File: src/rtl/uart_irq_pkg.sv
package uart_irq_pkg;

   localparam int ADDR_W = 3;

   typedef enum logic [ADDR_W-1:0] {
      A_IEN  = 3'd0,
      A_IID  = 3'd1,
      A_MCTL = 3'd2,
      A_MSTS = 3'd3,
      A_HOLD = 3'd4
   } reg_addr_e;

   typedef enum logic [3:0] {
      ID_MODEM   = 4'h0,
      ID_NONE    = 4'h1,
      ID_TXEMPTY = 4'h2,
      ID_RXDATA  = 4'h4,
      ID_LINE    = 4'h6,
      ID_TIMEOUT = 4'hC
   } irq_id_e;

   // pending-source vector positions, highest priority at top
   localparam int SRC_N    = 5;
   localparam int SRC_LINE = 4;
   localparam int SRC_RX   = 3;
   localparam int SRC_TO   = 2;
   localparam int SRC_TX   = 1;
   localparam int SRC_MDM  = 0;

   localparam int N_TRIG = 4;

   function automatic int trig_of(input int sel);
      case (sel)
         0:       return 1;
         1:       return 4;
         2:       return 8;
         default: return 14;
      endcase
   endfunction

endpackage

File: src/rtl/uart_msr_track.sv
module uart_msr_track #(
   parameter int N_LINES     = 4,
   parameter int SYNC_STAGES = 2,
   parameter logic [N_LINES-1:0] RISE_ONLY = 4'b0100
) (
   input  logic               clk,
   input  logic               rst_n,
   input  logic [N_LINES-1:0] lines_in,
   input  logic               rd_clear,
   output logic [N_LINES-1:0] level,
   output logic [N_LINES-1:0] delta
);

   if (SYNC_STAGES < 2) begin : g_bad_sync
      $error("uart_msr_track: SYNC_STAGES must be at least 2");
   end

   logic [N_LINES-1:0] prev_q;
   logic [N_LINES-1:0] change;
   logic [N_LINES-1:0] delta_q;

   for (genvar i = 0; i < N_LINES; i++) begin : g_line
      logic [SYNC_STAGES-1:0] sh_q;
      always_ff @(posedge clk or negedge rst_n) begin
         if (!rst_n) begin
            sh_q      <= '0;
            prev_q[i] <= 1'b0;
         end else begin
            sh_q      <= {sh_q[SYNC_STAGES-2:0], lines_in[i]};
            prev_q[i] <= sh_q[SYNC_STAGES-1];
         end
      end
      assign level[i] = sh_q[SYNC_STAGES-1];
      if (RISE_ONLY[i]) begin : g_rise
         assign change[i] = level[i] & ~prev_q[i];
      end else begin : g_any
         assign change[i] = level[i] ^ prev_q[i];
      end
   end

   always_ff @(posedge clk or negedge rst_n) begin
      if (!rst_n) delta_q <= '0;
      else        delta_q <= (rd_clear ? '0 : delta_q) | change;
   end

   assign delta = delta_q;

   AST_DELTA_CLEAR: assert property (@(posedge clk) disable iff (!rst_n)
      rd_clear |=> ((delta_q & ~$past(change)) == '0));

   AST_RI_RISE_ONLY: assert property (@(posedge clk) disable iff (!rst_n)
      $rose(delta_q[2]) |-> prev_q[2]);

endmodule

File: src/rtl/uart_rx_trigger.sv
module uart_rx_trigger
   import uart_irq_pkg::*;
#(
   parameter int FIFO_DEPTH = 16,
   parameter int LVL_W      = $clog2(FIFO_DEPTH + 1)
) (
   input  logic [LVL_W-1:0] level,
   input  logic             fifo_en,
   input  logic [1:0]       sel,
   output logic             reached
);

   if (FIFO_DEPTH < trig_of(N_TRIG - 1)) begin : g_bad_depth
      $error("uart_rx_trigger: FIFO_DEPTH below largest threshold");
   end

   logic [N_TRIG-1:0] hit;

   for (genvar t = 0; t < N_TRIG; t++) begin : g_thr
      assign hit[t] = (level >= LVL_W'(trig_of(t)));
   end

   assign reached = fifo_en ? hit[sel] : (level != '0);

endmodule

File: src/rtl/uart_irq_prio.sv
module uart_irq_prio
   import uart_irq_pkg::*;
(
   input  logic             clk,
   input  logic             rst_n,
   input  logic [SRC_N-1:0] pend,
   output irq_id_e          code
);

   always_comb begin
      if      (pend[SRC_LINE]) code = ID_LINE;
      else if (pend[SRC_RX])   code = ID_RXDATA;
      else if (pend[SRC_TO])   code = ID_TIMEOUT;
      else if (pend[SRC_TX])   code = ID_TXEMPTY;
      else if (pend[SRC_MDM])  code = ID_MODEM;
      else                     code = ID_NONE;
   end

   AST_ID_IDLE: assert property (@(posedge clk) disable iff (!rst_n)
      (pend == '0) |-> (code == ID_NONE));

   AST_ID_LINE_TOP: assert property (@(posedge clk) disable iff (!rst_n)
      pend[SRC_LINE] |-> (code == ID_LINE));

endmodule

File: src/rtl/uart_irq_ctrl.sv
module uart_irq_ctrl
   import uart_irq_pkg::*;
#(
   parameter int FIFO_DEPTH  = 16,
   parameter int SYNC_STAGES = 2,
   localparam int LVL_W      = $clog2(FIFO_DEPTH + 1)
) (
   input  logic              clk,
   input  logic              rst_n,
   input  logic              bus_wr,
   input  logic              bus_rd,
   input  logic [ADDR_W-1:0] bus_addr,
   input  logic [7:0]        bus_wdata,
   output logic [7:0]        bus_rdata,
   input  logic [3:0]        modem_in,
   input  logic [LVL_W-1:0]  rx_level,
   input  logic [3:0]        line_err,
   input  logic              rx_timeout,
   input  logic              thr_empty,
   output logic              irq
);

   logic [3:0]       ien_q;
   logic [7:0]       mctl_q;
   logic             fifo_en_q;
   logic [1:0]       trig_sel_q;
   logic             thr_prev_q;
   logic             tx_pend_q;
   logic             to_pend_q;
   logic             rx_hit;
   logic [3:0]       m_level;
   logic [3:0]       m_delta;
   logic [SRC_N-1:0] pend;
   irq_id_e          code;

   wire wr_ien  = bus_wr && (bus_addr == A_IEN);
   wire wr_fctl = bus_wr && (bus_addr == A_IID);
   wire wr_mctl = bus_wr && (bus_addr == A_MCTL);
   wire wr_hold = bus_wr && (bus_addr == A_HOLD);
   wire rd_iid  = bus_rd && (bus_addr == A_IID);
   wire rd_msts = bus_rd && (bus_addr == A_MSTS);

   always_ff @(posedge clk or negedge rst_n) begin
      if (!rst_n) begin
         ien_q      <= '0;
         mctl_q     <= '0;
         fifo_en_q  <= 1'b0;
         trig_sel_q <= '0;
      end else begin
         if (wr_ien)  ien_q  <= bus_wdata[3:0];
         if (wr_mctl) mctl_q <= bus_wdata;
         if (wr_fctl) begin
            fifo_en_q  <= bus_wdata[0];
            trig_sel_q <= bus_wdata[7:6];
         end
      end
   end

   uart_msr_track #(
      .N_LINES     (4),
      .SYNC_STAGES (SYNC_STAGES),
      .RISE_ONLY   (4'b0100)
   ) u_msr (
      .clk      (clk),
      .rst_n    (rst_n),
      .lines_in (modem_in),
      .rd_clear (rd_msts),
      .level    (m_level),
      .delta    (m_delta)
   );

   uart_rx_trigger #(
      .FIFO_DEPTH (FIFO_DEPTH),
      .LVL_W      (LVL_W)
   ) u_trig (
      .level   (rx_level),
      .fifo_en (fifo_en_q),
      .sel     (trig_sel_q),
      .reached (rx_hit)
   );

   // transmitter-empty cause: set on rising holding-empty, clear wins
   always_ff @(posedge clk or negedge rst_n) begin
      if (!rst_n) begin
         thr_prev_q <= 1'b0;
         tx_pend_q  <= 1'b0;
      end else begin
         thr_prev_q <= thr_empty;
         if (wr_hold || (rd_iid && code == ID_TXEMPTY)) tx_pend_q <= 1'b0;
         else if (thr_empty && !thr_prev_q)             tx_pend_q <= 1'b1;
      end
   end

   // receive timeout cause: held until the FIFO drains
   always_ff @(posedge clk or negedge rst_n) begin
      if (!rst_n)               to_pend_q <= 1'b0;
      else if (rx_level == '0)  to_pend_q <= 1'b0;
      else if (rx_timeout)      to_pend_q <= 1'b1;
   end

   assign pend[SRC_LINE] = ien_q[2] && (line_err != '0);
   assign pend[SRC_RX]   = ien_q[0] && rx_hit;
   assign pend[SRC_TO]   = ien_q[0] && to_pend_q;
   assign pend[SRC_TX]   = ien_q[1] && tx_pend_q;
   assign pend[SRC_MDM]  = ien_q[3] && (m_delta != '0);

   uart_irq_prio u_prio (
      .clk   (clk),
      .rst_n (rst_n),
      .pend  (pend),
      .code  (code)
   );

   assign irq = mctl_q[3] && (code != ID_NONE);

   always_comb begin
      bus_rdata = '0;
      if (bus_rd) begin
         case (bus_addr)
            A_IEN:   bus_rdata = {4'b0, ien_q};
            A_IID:   bus_rdata = {{2{fifo_en_q}}, 2'b00, code};
            A_MCTL:  bus_rdata = mctl_q;
            A_MSTS:  bus_rdata = {m_level, m_delta};
            default: bus_rdata = '0;
         endcase
      end
   end

   AST_IRQ_GATED: assert property (@(posedge clk) disable iff (!rst_n)
      !mctl_q[3] |-> !irq);

   AST_HOLD_CLEARS_TX: assert property (@(posedge clk) disable iff (!rst_n)
      wr_hold |=> !tx_pend_q);

   AST_TO_DRAINED: assert property (@(posedge clk) disable iff (!rst_n)
      (rx_level == '0) |=> !to_pend_q);

   AST_LINE_WINS: assert property (@(posedge clk) disable iff (!rst_n)
      (ien_q[2] && line_err != '0 && rd_iid) |-> (bus_rdata[3:0] == 4'h6));

endmodule

File: config.mk
export PLATFORM = sky130hd
export DESIGN_NAME = uart_irq_ctrl
export DESIGN_NICKNAME = d
export VERILOG_FILES = /design/src/rtl/uart_irq_pkg.sv /design/src/rtl/uart_msr_track.sv /design/src/rtl/uart_rx_trigger.sv /design/src/rtl/uart_irq_prio.sv /design/src/rtl/uart_irq_ctrl.sv
export SDC_FILE = /design/constraint.sdc
export NUM_CORES = 1
export LEC_CHECK = 0
export CAP_MARGIN = 0
export CORE_UTILIZATION = 40
export DETAILED_ROUTE_END_ITERATION = 8
export PLACE_DENSITY = 0.75
export SLEW_MARGIN = 20
export SYNTH_ARGS = -nofsm -noshare
export SYNTH_HDL_FRONTEND = slang
export SYNTH_SLANG_ARGS = --single-unit
File: constraint.sdc
create_clock -name clk -period 1.45 [get_ports clk]
set_input_delay 0.29 -clock clk [delete_from_list [all_inputs] [get_ports clk]]
set_output_delay 0.29 -clock clk [all_outputs]
set_load 0.1 [all_outputs]
==> run_results.csv, run 1 <==
group,metric,value,unit
sta,min_period,2090,ps
power,ir_drop,786,uV
placement,numPortBuffers,38,
power,switching_power,0.000947,W
floorplan,die_w,64.8,um
placement,gp_congestion,0.853,
drt,drcViolationCount,0,
floorplan,chipHeight,64.8,um
layout,stdcell_count,276,
power,power_frac_seq,0.397,
critical_path,cp_max_fo,3,
layout,drive_gt1_frac,0.491,
synthesis,syn_area,0.00158,mm^2
global_route,grt_max_degree,35,
placement,dpl-instance-area,0.00246,mm^2
global_route,top_usage_layer,"met2",
synthesis,synthAdderAreaFrac,0.00714,
synthesis,yosys_warnings,0,
critical_path,crit_required,1160,ps
layout,fin_area,0.00288,mm^2
power,total_power,0.00296,W
min_path,hold_path_class,"reg2reg",
drt,via_per_inst,5.39,
synthesis,synth.area.top_cells,"dfrtp_1, mux2_2, mux2i_1",
global_route,grt_use_met1,0.301,
global_route,grt_use_total,0.261,
critical_path,arrival,1800,ps
floorplan,ios,39,
sta,fin_ws,-642,ps
global_route,first_global_vias,1604,
cts,insertion_delay,280,ps
sta,worst_pin_slew,339,ps
sta,rsz0062_at_grt,"yes",
outcome,status,"finished with violations",
floorplan,core,0.00372,mm^2
sta,maxSlewViolCount,0,
placement,place_inst,250,
drt,final_antenna_net_count,0,
layout,antenna_cells,0,
power,cellLeakagePower,1.26,nW
sta,finalCritPeriodShare,1.44,
global_route,grt_pass1_wl,7.85,mm
sta,fin_skew,4.94,ps
sta,report.final.hold_viol_count,0,
layout,fin_nets,257,
floorplan,initial_core_util,0.425,
drt,drtIter0Drc,109,
power,switching_share,0.320,
global_route,use_met2,0.484,
synthesis,synth_top_family_by_area,"simple AND/OR/NAND/NOR gates",
placement,place_ws,-781,ps
synthesis,synth-seq-area-share,0.539,
power,power_density,1030,mW/mm^2
sta,fmax,478,MHz
floorplan,rows,22,
sta,max_slew_margin,0.773,
floorplan,dieArea,0.00420,mm^2
global_route,grt_util_met3,0.0423,
synthesis,syn_area_per_cell,11.4,um^2
synthesis,synth_area_leader_cell,"dfrtp_1",
drt,wl_per_cell,18.7,um
synthesis,synth-simple-area-share,0.163,
drt,routed_wl,5.16,mm
synthesis,syn-instance-count,139,
critical_path,crit_type,"in2out",
sta,setup_viol,10,
global_route,antenna_found_initial,0,
outcome,violations,"negative setup slack",
cts,cts_root_buf,"clkbuf_8",
critical_path,critPathCaptureType,"output pin",
critical_path,startpoint_type,"primary input",
cts,cts.sinks,34,
synthesis,yosysUniqueCellTypes,34,
synthesis,synth_compound_area_frac,0.115,
drt,dr.pass1.iters,4,
cts,postCtsHoldBufs,0,
cts,h-tree-depth,2,
synthesis,syn-num-nets,169,
power,intPower,0.00201,W
cts,numCtsBuffers,5,
layout,area_growth_syn_to_layout,82.5,%
synthesis,synth_top_area_frac,0.539,
global_route,gr-total-overflow,0,
synthesis,synthMuxAreaShare,0.138,
cts,clock_path_buffers,2,
synthesis,synthXorXnorAreaFrac,0.0167,
cts,tritoncts,"built",
placement,dp.final_hpwl,3.07,mm
cts,cts.clk_slew.worst_paths,60,ps
drt,vias,1488,
power,p_comb_frac,0.360,
flow_run,cap_violations,0,
synthesis,synth_seq_cells,34,
power,clkPwrFrac,0.243,
## layout make-up
type	count	area (um^2)
tap	48	60.1
timing repair buffer	84	902
multi-input combinational	98	960
clock buffer	7	86.3
clock inverter	1	5.00
sequential	34	851
inverter	4	15.0
fill	244	837
## timing repair
action | in CTS | in global routing
resized for setup | 56 | 13
pin swaps | 21 | 9
buffers inserted | 14 | 5
setup endpoints to repair | 24 | 21
gates cloned | 2 | 0
## state kept, by name, indices dropped and copies added (netlist names), 2 cells and up
name and count:
ien_q 4, mctl_q 8, trig_sel_q 2, u_msr.delta 4
u_msr.g_line.sh_q 8, u_msr.prev_q 4
## through the flow
step / hold slack [ps] / util / TNS, ps
2_1_floorplan: -5.59 / - / -2210
3_3_place_gp: 333 / 0.662 / -13540
3_5_place_dp: 335 / 0.662 / -14190
4_1_cts: 350 / 0.770 / -4540
5_1_grt: 357 / 0.775 / -4740
6_report: 351 / 0.775 / -4100
## power by group through the flow
stage | clock, W | sequential [W] | combinational, W
floorplan | 0 | 0.00115 | 0.000500
global placement | 0 | 0.00116 | 0.000833
detailed placement | 0 | 0.00117 | 0.000853
CTS | 0.000725 | 0.00117 | 0.00100
global route | 0.000769 | 0.00119 | 0.00111
finish | 0.000718 | 0.00117 | 0.00107
## critical path, stage by stage
cell and delay [ps]:
clkdlybuf4s50_1 470, nor3_4 290, o21ai_2 120, o21ai_1 90
o211ai_1 160, a21oi_4 180, buf_12 190
## cell usage after synthesis
cell type	instances
a21o_1	2
a21oi_1	5
a22oi_1	2
a31oi_1	4
and2_1	1
and3_1	2
buf_2	2
buf_4	1
dfrtp_1	34
inv_1	4
maj3_2	1
mux2_2	14
mux2i_1	6
nand2_1	14
nand2b_1	2
nand2b_4	1
nand3_1	3
nand4_1	1
nor2_1	11
nor2_2	1
nor2b_1	4
nor3_1	2
nor3_2	1
nor3b_4	2
o211a_1	1
o211ai_1	1
o21ai_0	7
o21ai_1	1
o22ai_1	1
o32ai_1	1
o41a_1	1
o41ai_1	2
or3b_1	1
xnor2_1	3
## path summary, 6_finish.rpt
check,start,to,slack [ps],cells past startpoint
worst min-delay path,u_msr.g_line[2].sh_q[0],u_msr.g_line[2].sh_q[1],350,0
min in group asynchronous,rst_n,to_pend_q,370,2
worst min register to register,u_msr.g_line[2].sh_q[0],u_msr.g_line[2].sh_q[1],350,0
worst max register to register,fifo_en_q,tx_pend_q,-190,6
worst max-delay path,rx_level[0],bus_rdata[1],-640,7
max in group asynchronous,rst_n,u_msr.g_line[3].sh_q[1],900,2
## cell families after synthesis
kind of cell | after synthesis
xor gates and xnor gates | 3
and+or+nand+nor | 46
AOI/OAI and AO/OA | 28
buffers and inverters | 7
muxes | 20
DFF | 34
adders and majority gates | 1
## metal layers
layer / part of all wire / vias up
met3: 0.054 / 16
met2: 0.52 / 67
li1: - / 678
met1: 0.39 / 727
met5: 0 / -
met4: 0.028 / 0
## cells in the final DEF, fill, tap and decap left out, types with 2 or more instances in the layout
master,count
and3_1,2
dfrtp_1,34
nand3_1,2
clkdlybuf4s50_1,17
nand2_1,14
buf_6,12
mux2i_1,4
buf_12,11
buf_4,30
dlygate4sd2_1,9
clkbuf_8,6
nor3_4,2
nor3b_4,2
nor2_4,6
a22oi_2,2
nor2b_1,2
o21ai_1,2
a21o_1,2
buf_2,2
nor2_1,6
nand2b_4,2
mux2_2,3
mux2_4,11
xnor2_1,3
o21ai_0,4
a31oi_1,4
inv_1,3
a21oi_4,3
buf_8,2
No activity file was read; power rests on OpenSTA's default activity.
==> inputs of run 2 (changes only) <==
CORE_UTILIZATION = 44   (was 40)
PLACE_DENSITY = 0.8   (was 0.75)
==> run_results.csv, run 2 (synthesis gave the netlist of run 1 again) <==
group,metric,value,unit
floorplan,chipHeight,61.9,um
cts,cts.sinks,34,
outcome,status,"finished with violations",
placement,dpl-instance-area,0.00244,mm^2
sta,fin_ws,-739,ps
cts,tritoncts,"built",
power,ir_drop,894,uV
critical_path,cp_max_fo,3,
floorplan,rows,21,
sta,whs,310,ps
cts,cts.clk_slew.worst_paths,110,ps
layout,fin_util,0.835,
drt,via_per_inst,5.68,
sta,worst_pin_slew,446,ps
power,switching_power,0.000970,W
min_path,hold_path_class,"in2async",
critical_path,slowest_delay,410,ps
critical_path,arrival,1900,ps
floorplan,die_w,61.9,um
layout,top_regs,"mctl_q: 8 flops, u_msr.g_line.sh_q: 8 flops",
layout,fin_area,0.00283,mm^2
power,clkPwrFrac,0.221,
sta,setup_viol,13,
drt,vias,1538,
drt,drtIter0Drc,153,
critical_path,critPathCaptureType,"output pin",
cts,postCtsHoldBufs,0,
cts,numCtsBuffers,5,
global_route,grt_pass1_wl,7.64,mm
sta,maxSlewViolCount,0,
placement,dp.final_hpwl,2.98,mm
global_route,grt_use_total,0.291,
drt,wl_per_cell,20.5,um
power,power_frac_seq,0.401,
critical_path,reg2reg_from,"trig_sel_q[0]",
floorplan,initial_core_util,0.465,
critical_path,crit_path_top_delay_cell,"dfrtp_1",
floorplan,ios,39,
drt,routed_wl,5.56,mm
layout,drive_gt1_frac,0.498,
flow_run,cap_violations,0,
sta,finalCritPeriodShare,1.51,
global_route,grt_max_degree,35,
floorplan,dieArea,0.00383,mm^2
sta,tns,-5170,ps
global_route,antenna_found_initial,0,
sta,max_slew_margin,0.702,
placement,numPortBuffers,38,
drt,final_antenna_net_count,0,
floorplan,core,0.00339,mm^2
power,intPower,0.00197,W
critical_path,crit_required,1160,ps
cts,clock_path_buffers,2,
layout,most-common-layout-cells,"dfrtp_1, buf_4, clkdlybuf4s50_1",
layout,final_common_cell,"dfrtp_1",
placement,gp_congestion,0.889,
drt,drcViolationCount,0,
sta,fin_skew,16.5,ps
critical_path,ff2ff_path_depth,10,
critical_path,crit_type,"reg2out",
placement,place_ws,-766,ps
drt,dr.pass1.iters,4,
layout,area_growth_syn_to_layout,79.5,%
power,power_density,1040,mW/mm^2
sta,rsz0062_at_grt,"yes",
cts,cts_root_buf,"clkbuf_4",
critical_path,path_cells,"nand2b_1 > maj3_2 > o211a_4 > o21ai_4 > a21oi_4 > buf_12",
critical_path,startpoint_type,"flop",
global_route,first_global_vias,1596,
cts,h-tree-depth,2,
sta,min_period,2190,ps
sta,report.final.hold_viol_count,0,
critical_path,timing.rr.end,"tx_pend_q",
layout,fin_nets,254,
power,cellLeakagePower,1.21,nW
cts,insertion_delay,340,ps
layout,antenna_cells,0,
sta,fmax,457,MHz
global_route,gr-total-overflow,0,
power,p_comb_frac,0.379,
power,switching_share,0.330,
critical_path,rrSetupSlack,-460,ps
outcome,violations,"negative setup slack",
## run 2: cell count changes in the layout (fill, tap and decap cells not counted), sizes merged
| cell | previous run | this run |
|---|---|---|
| clkbuf | 7 | 8 |
| buf | 57 | 54 |
| dlygate4sd2 | 9 | 7 |
| dlymetal6s2s | 0 | 1 |
| clkdlybuf4s50 | 17 | 18 |
| clkinv | 1 | 0 |
## run 2: metal layers
| metal | up-vias | global-route usage | share of wire | routed length (um) |
|---|---|---|---|---|
| li1 | 670 | - | - | - |
| met1 | 757 | 0.321 | 0.39 | 2170 |
| met2 | 90 | 0.502 | 0.49 | 2750 |
| met3 | 21 | 0.0890 | 0.071 | 393 |
| met4 | 0 | 0.156 | 0.043 | 240 |
| met5 | - | 0 | 0 | 0 |
## run 2: power by group through the flow
stage	sequential (W)	combinational, W	clock [W]
after floorplan	0.00115	0.000500	0
after global placement	0.00116	0.000812	0
after detailed placement	0.00117	0.000841	0
after CTS	0.00116	0.00108	0.000654
after global routing	0.00119	0.00117	0.000713
final	0.00118	0.00111	0.000649
## run 2: worst max path at each step
stage | start | to | slack, ps | cells after the start
3_3_place_gp | rx_level[2] | bus_rdata[2] | -740 | 7
2_1_floorplan | rx_level[2] | bus_rdata[1] | -440 | 5
5_1_grt | u_msr.delta[1] | bus_rdata[0] | -840 | 5
6_report | trig_sel_q[0] | bus_rdata[2] | -740 | 6
3_5_place_dp | rx_level[2] | bus_rdata[2] | -770 | 7
4_1_cts | to_pend_q | bus_rdata[2] | -670 | 5
## run 2: area by class of cell
type | instances | area (um^2)
multi-input combinational | 98 | 943
sequential | 34 | 851
clock buffer | 8 | 78.8
timing repair buffer | 81 | 886
inverter | 4 | 15.0
fill | 160 | 558
tap | 46 | 57.6
## run 2: metrics by stage
| stage | total power, W | cells |
|---|---|---|
| final | 0.00294 | 271 |
| after global routing | 0.00307 | 271 |
| after CTS | 0.00290 | 271 |
| after detailed placement | 0.00201 | 246 |
| after global placement | 0.00197 | 246 |
| after floorplan | 0.00165 | 139 |
## run 2: worst max-delay path, delay by kind of cell (launching register included)
kind            cells  cell delay [ps]
compound gates      3              520
flops               1              410
fa+ha+maj           1              350
buf+inv             1              180
simple gates        1              110
## run 2: timing repair
| item | in CTS | in global routing |
|---|---|---|
| pin swaps | 20 | 5 |
| hold endpoints to repair | 0 | 0 |
| resized for setup | 54 | 10 |
| gates cloned | 1 | 0 |
| setup buffers | 16 | 8 |
| endpoints found under the setup margin | 23 | 18 |
